==> src/rtl/irq_vec_seq.sv <==
module irq_vec_seq #(
  parameter int DW  = 32,
  parameter int IDW = 3
) (
  input  logic           clk,
  input  logic           rst_n,
  input  logic           fetch_req,
  input  logic           rti_req,
  input  logic           irq_flag,
  input  logic [IDW-1:0] irq_id,
  input  logic           vbase_we,
  input  logic [DW-1:0]  vbase_wdata,
  input  logic [DW-1:0]  pc_cur,
  input  logic [DW-1:0]  sp_cur,
  input  logic [DW-1:0]  lr_cur,
  output logic           fetch_go,
  output logic           pc_we,
  output logic [DW-1:0]  pc_wdata,
  output logic           sp_we,
  output logic [DW-1:0]  sp_wdata,
  output logic           lr_we,
  output logic [DW-1:0]  lr_wdata,
  output logic           mem_we,
  output logic           mem_re,
  output logic [DW-1:0]  mem_addr,
  output logic [DW-1:0]  mem_wdata,
  input  logic [DW-1:0]  mem_rdata,
  output logic           irq_clear,
  output logic           in_handler
);

  localparam int PADW = DW - IDW - 2;

  typedef enum logic [1:0] {S_IDLE, S_PUSH, S_VEC} state_t;

  state_t         state;
  logic [IDW-1:0] id_q;
  logic [DW-1:0]  vbase;
  logic           idle, take, ret;

  assign idle = (state == S_IDLE);
  assign ret  = idle && rti_req;
  assign take = idle && fetch_req && !rti_req && irq_flag && !in_handler;

  assign fetch_go  = idle && fetch_req && !rti_req && !take;
  assign irq_clear = ret;

  always_ff @(posedge clk or negedge rst_n) begin
    if (!rst_n) begin
      state      <= S_IDLE;
      id_q       <= '0;
      vbase      <= '0;
      in_handler <= 1'b0;
    end else begin
      if (vbase_we) vbase <= vbase_wdata;
      case (state)
        S_IDLE: if (take) begin
          state <= S_PUSH;
          id_q  <= irq_id;
        end else if (ret) begin
          in_handler <= 1'b0;
        end
        S_PUSH: state <= S_VEC;
        S_VEC: begin
          state      <= S_IDLE;
          in_handler <= 1'b1;
        end
        default: state <= S_IDLE;
      endcase
    end
  end

  always_comb begin
    pc_we     = 1'b0;
    pc_wdata  = '0;
    sp_we     = 1'b0;
    sp_wdata  = '0;
    lr_we     = 1'b0;
    lr_wdata  = '0;
    mem_we    = 1'b0;
    mem_re    = 1'b0;
    mem_addr  = '0;
    mem_wdata = '0;
    case (state)
      S_PUSH: begin
        sp_we     = 1'b1;
        sp_wdata  = sp_cur - DW'(4);
        mem_we    = 1'b1;
        mem_addr  = sp_cur - DW'(4);
        mem_wdata = lr_cur;
        lr_we     = 1'b1;
        lr_wdata  = pc_cur;
      end
      S_VEC: begin
        mem_re   = 1'b1;
        mem_addr = vbase + {{PADW{1'b0}}, id_q, 2'b00};
        pc_we    = 1'b1;
        pc_wdata = mem_rdata;
      end
      default: if (ret) begin
        pc_we    = 1'b1;
        pc_wdata = lr_cur;
        mem_re   = 1'b1;
        mem_addr = sp_cur;
        lr_we    = 1'b1;
        lr_wdata = mem_rdata;
        sp_we    = 1'b1;
        sp_wdata = sp_cur + DW'(4);
      end
    endcase
  end

  assert_push_addr_R3: assert property (@(posedge clk) disable iff (!rst_n)
    mem_we |-> (mem_addr == sp_cur - DW'(4)) && (mem_wdata == lr_cur) && sp_we);

  assert_link_gets_pc_R4: assert property (@(posedge clk) disable iff (!rst_n)
    mem_we |-> lr_we && (lr_wdata == pc_cur));

  assert_vector_follows_push_R5: assert property (@(posedge clk) disable iff (!rst_n)
    mem_we |=> pc_we && mem_re && !fetch_go);

  assert_no_reentry_R6: assert property (@(posedge clk) disable iff (!rst_n)
    (in_handler && idle && fetch_req && !rti_req) |-> fetch_go);

  assert_return_restores_R7: assert property (@(posedge clk) disable iff (!rst_n)
    irq_clear |-> pc_we && (pc_wdata == lr_cur) && (sp_wdata == sp_cur + DW'(4)) && !fetch_go);

  assert_fetch_held_R9: assert property (@(posedge clk) disable iff (!rst_n)
    fetch_go |-> !mem_we && !mem_re && !pc_we);

  assert_take_blocks_fetch_R2: assert property (@(posedge clk) disable iff (!rst_n)
    (fetch_req && !fetch_go && !rti_req && !mem_re && !mem_we) |=> mem_we);

endmodule

==> config.mk <==
export PLATFORM = sky130hd
export DESIGN_NAME = irq_vec_seq
export DESIGN_NICKNAME = d
export VERILOG_FILES = /design/src/rtl/irq_vec_seq.sv
export SDC_FILE = /design/constraint.sdc
export NUM_CORES = 1
export LEC_CHECK = 0
export BUFFER_PORTS_ARGS = -buffer_cell sky130_fd_sc_hd__buf_4
export CAP_MARGIN = 20
export CELL_PAD_IN_SITES_DETAIL_PLACEMENT = 1
export CELL_PAD_IN_SITES_GLOBAL_PLACEMENT = 2
export CORE_ASPECT_RATIO = 1.4
export CORE_UTILIZATION = 22
export CTS_CLUSTER_DIAMETER = 30
export CTS_CLUSTER_SIZE = 28
export DETAILED_ROUTE_END_ITERATION = 6
export PLACE_DENSITY = 0.8
export SLEW_MARGIN = 20
export SYNTH_ARGS = -nofsm -noshare
export SYNTH_HDL_FRONTEND = slang
export SYNTH_SLANG_ARGS = --single-unit
export TNS_END_PERCENT = 1
==> constraint.sdc <==
create_clock -name clk -period 3.79 [get_ports clk]
set_clock_uncertainty 0.15 [all_clocks]
set_input_delay 0.758 -clock clk [delete_from_list [all_inputs] [get_ports clk]]
set_output_delay 0.758 -clock clk [all_outputs]
set_load 0.005 [all_outputs]
==> results.json <==
{
  "run_status": "finished clean",
  "timing.setup.tns_ns": 0,
  "critPathSlowestCell": "sky130_fd_sc_hd__or4_4",
  "floorplan.rows": 65,
  "maxSlewViolCount": 0,
  "route.detailed.wl_per_inst_microns": 20.74,
  "synthDominantCellAreaShare": 0.1873,
  "mappedNetlistArea_sq_mm": 0.005077,
  "worstPathBufferInverterCount": 2,
  "cts.path.max_buffers": 2,
  "worstPathArrival_ns": 2.78,
  "cap_violations": 0,
  "worst-path-max-fanout": 5,
  "setup_viol_count_final": 0,
  "number_of_distinct_library_cell_variants_in_the_gate_level_netlist_after_synthesis": 65,
  "boundaryPins": 337,
  "routabilityCongestion": 0.8657,
  "area_growth_from_synthesis_to_final_layout_pct": 65.08,
  "cp-end-kind": "primary output",
  "syn-instance-count": 670,
  "min_period_ns": 3.690,
  "r2r_slack_ns": 1.75,
  "power-per-cell-area_mw_per_mm2": 512.2,
  "clock_sink_count": 38,
  "cp_cell_sequence": "buf_4, or4_4, or3_4, nor3_2, o21ai_1, a221o_1, buf_4",
  "drt_iter0_drc": 272,
  "worstSetupStartpointType": "input port",
  "numPortBuffers": 336,
  "wire_length_of_the_first_global_routing_pass_microns": 39790,
  "htree_num_levels": 2,
  "start_util": 0.2246,
  "maxClockFrequency_ghz": 0.2710,
  "total_vias_in_the_final_route": 6773,
  "synth_enable_flop_cells": 0,
  "synth_largest_area_cell": "sky130_fd_sc_hd__dfrtp_1",
  "fraction_of_layout_instances_using_a_drive_strength_above_1": 0.4515,
  "timing.hold.worst.class": "in2async",
  "grt_overflow_total": 0,
  "rsz_0062_raised_after_global_routing": "no",
  "all_layer_global_routing_usage": 0.2184,
  "timing.slew.headroom": 0.5848,
  "via_per_inst": 5.202,
  "detail_route.first_pass.iterations": 4,
  "antenna_left": 0,
  "clkTransAtPathRegs_ns": 0.06,
  "synth.area.top_cells": "sky130_fd_sc_hd__dfrtp_1 (19%), sky130_fd_sc_hd__a22o_1 (11%), sky130_fd_sc_hd__mux2_2 (7.3%)",
  "timing_worst_slew_pin_value_ns": 0.6215,
  "final_nets": 1179,
  "largest_net_degree_at_the_start_of_global_routing": 65,
  "grt_pass1_vias": 6762,
  "post-route-drc-count": 0,
  "fp.dieW_microns": 130.4,
  "crit_path_max_incr_delay_ns": 0.57,
  "synth_commonest_cells": "sky130_fd_sc_hd__a22o_1 (64), sky130_fd_sc_hd__nand2_1 (51), sky130_fd_sc_hd__clkbuf_1 (50), sky130_fd_sc_hd__and2_1 (41)",
  "power.total_w": 0.004293,
  "synth_seq_cells": 38,
  "finalCoreUtilization": 0.3707,
  "synth_top_flop_cell": "sky130_fd_sc_hd__dfrtp_1",
  "syn_area_per_cell_sq_um": 7.578,
  "die_area_sq_mm": 0.02370,
  "reg2reg_path_depth": 5,
  "worst-setup-path-type": "in2out",
  "worst_r2r_startpoint": "state[0]",
  "hold_viol_final": 0,
  "r2r_end": "id_q[2]",
  "n_antenna_cell": 0,
  "syn_nets": 849,
  "crit_family": "simple AND/OR/NAND/NOR gates",
  "synth_most_common_cell": "sky130_fd_sc_hd__a22o_1",
  "critical_path_required_ns": 2.88,
  "initial_antenna_violation_count": 0,
  "synthesis.yosys.warnings": 0,
  "tritoncts": "done",
  "async_set_or_reset_flop_fraction_in_the_synthesized_netlist": 1.000,
  "vdd_ir_drop_max_v": 0.0002847,
  "yosysSeqAreaShare": 0.1873,
  "placeable_core_area_sq_mm": 0.02261,
  "cts_root_buffer": "sky130_fd_sc_hd__clkbuf_16",
  "critical_path.most_common_cell": "sky130_fd_sc_hd__buf_4",
  "leakagePower_nw": 3.826,
  "tritoncts.num_buffers": 5,
  "dpl.hpwl_microns": 22410,
  "worstSkewPairLatency_ns": 0.29,
  "chipHeight_microns": 181.8,
  "totalWireLength_microns": 27000,
  "final_min_period_over_clock_period": 0.9736,
  "cts_hold_buf": 0
}
[cell type report]
class	instances	area, sq um
clock buffers	6	138.9
clock inverters	2	60.06
fillers	2816	14230
inverters	12	45.04
multi-input cells	555	3860
flip-flops and latches	38	950.9
well taps	301	376.6
repair buffers	388	2950
[routing by layer]
layer	global-route usage	routed length (microns)	vias to the layer above
met5	0	0	-
met4	0.06897	717	0
met3	0.03418	1976	31
met2	0.4202	14390	264
met1	0.2369	9921	3264
li1	-	-	3214
[cells in the final DEF (no fill, tap or decap), drive strengths merged, types with 16 or more instances in the layout]
master    n
a21oi    25
a22o     64
a31oi    18
and2     42
buf     388
dfrtp    38
mux2     33
nand2    51
nand3    25
nand4    21
nor2     37
nor3     23
o21ai    39
o22ai    16
xor2     20
[kinds of logic (layout without fill, tap and decap cells)]
family,count (synthesis),in the layout,synth area share
flip-flops,38,38,0.1873
multiplexers,34,34,0.07516
XOR/XNOR,35,35,0.06038
buffers and inverters,77,408,0.06062
adder cells (fa/ha/maj),10,10,0.02612
AO/OA/AOI/OAI,216,216,0.3058
AND/OR/NAND/NOR,260,260,0.2846
[power by group]
part / leakage, nW / switching (W) / internal [W] / total, W
Combinational: 3.28 / 0.00157 / 0.00163 / 0.00320
Clock: 0.0971 / 0.000173 / 0.000395 / 0.000568
Sequential: 0.450 / 0.0000588 / 0.000470 / 0.000529
[through the flow]
stage	instance area, sq um	instances	hold slack (ns)	setup WS [ns]
floorplan	5077	670	0.3124	0.3784
global placement	8152	1294	0.3444	-0.006122
detailed placement	8152	1294	0.3532	-0.07803
CTS	8364	1302	0.3037	0.03915
global route	8382	1302	0.3323	0.02282
finish	8382	1302	0.2895	0.1001
[sequential cells by signal, indices dropped and copies added, names as in the netlist]
name,cells
vbase,32
id_q,3
state,2
in_handler,1
[timing repair]
item	4_1_cts	5_1_grt
setup endpoints to repair	4	10
buffers inserted	0	0
resized for setup	3	4
[how the worst max path moves through the flow]
stage | start | end | slack, ns | cells after the start
2_1_floorplan | sp_cur[21] | mem_addr[29] | 0.38 | 6
3_3_place_gp | sp_cur[2] | mem_addr[12] | -0.006 | 9
3_5_place_dp | sp_cur[2] | mem_addr[12] | -0.08 | 9
4_1_cts | sp_cur[2] | sp_wdata[20] | 0.04 | 10
5_1_grt | id_q[0] | mem_addr[20] | 0.02 | 9
6_report | sp_cur[13] | mem_addr[24] | 0.10 | 7
(Power assumes the default switching activity.)
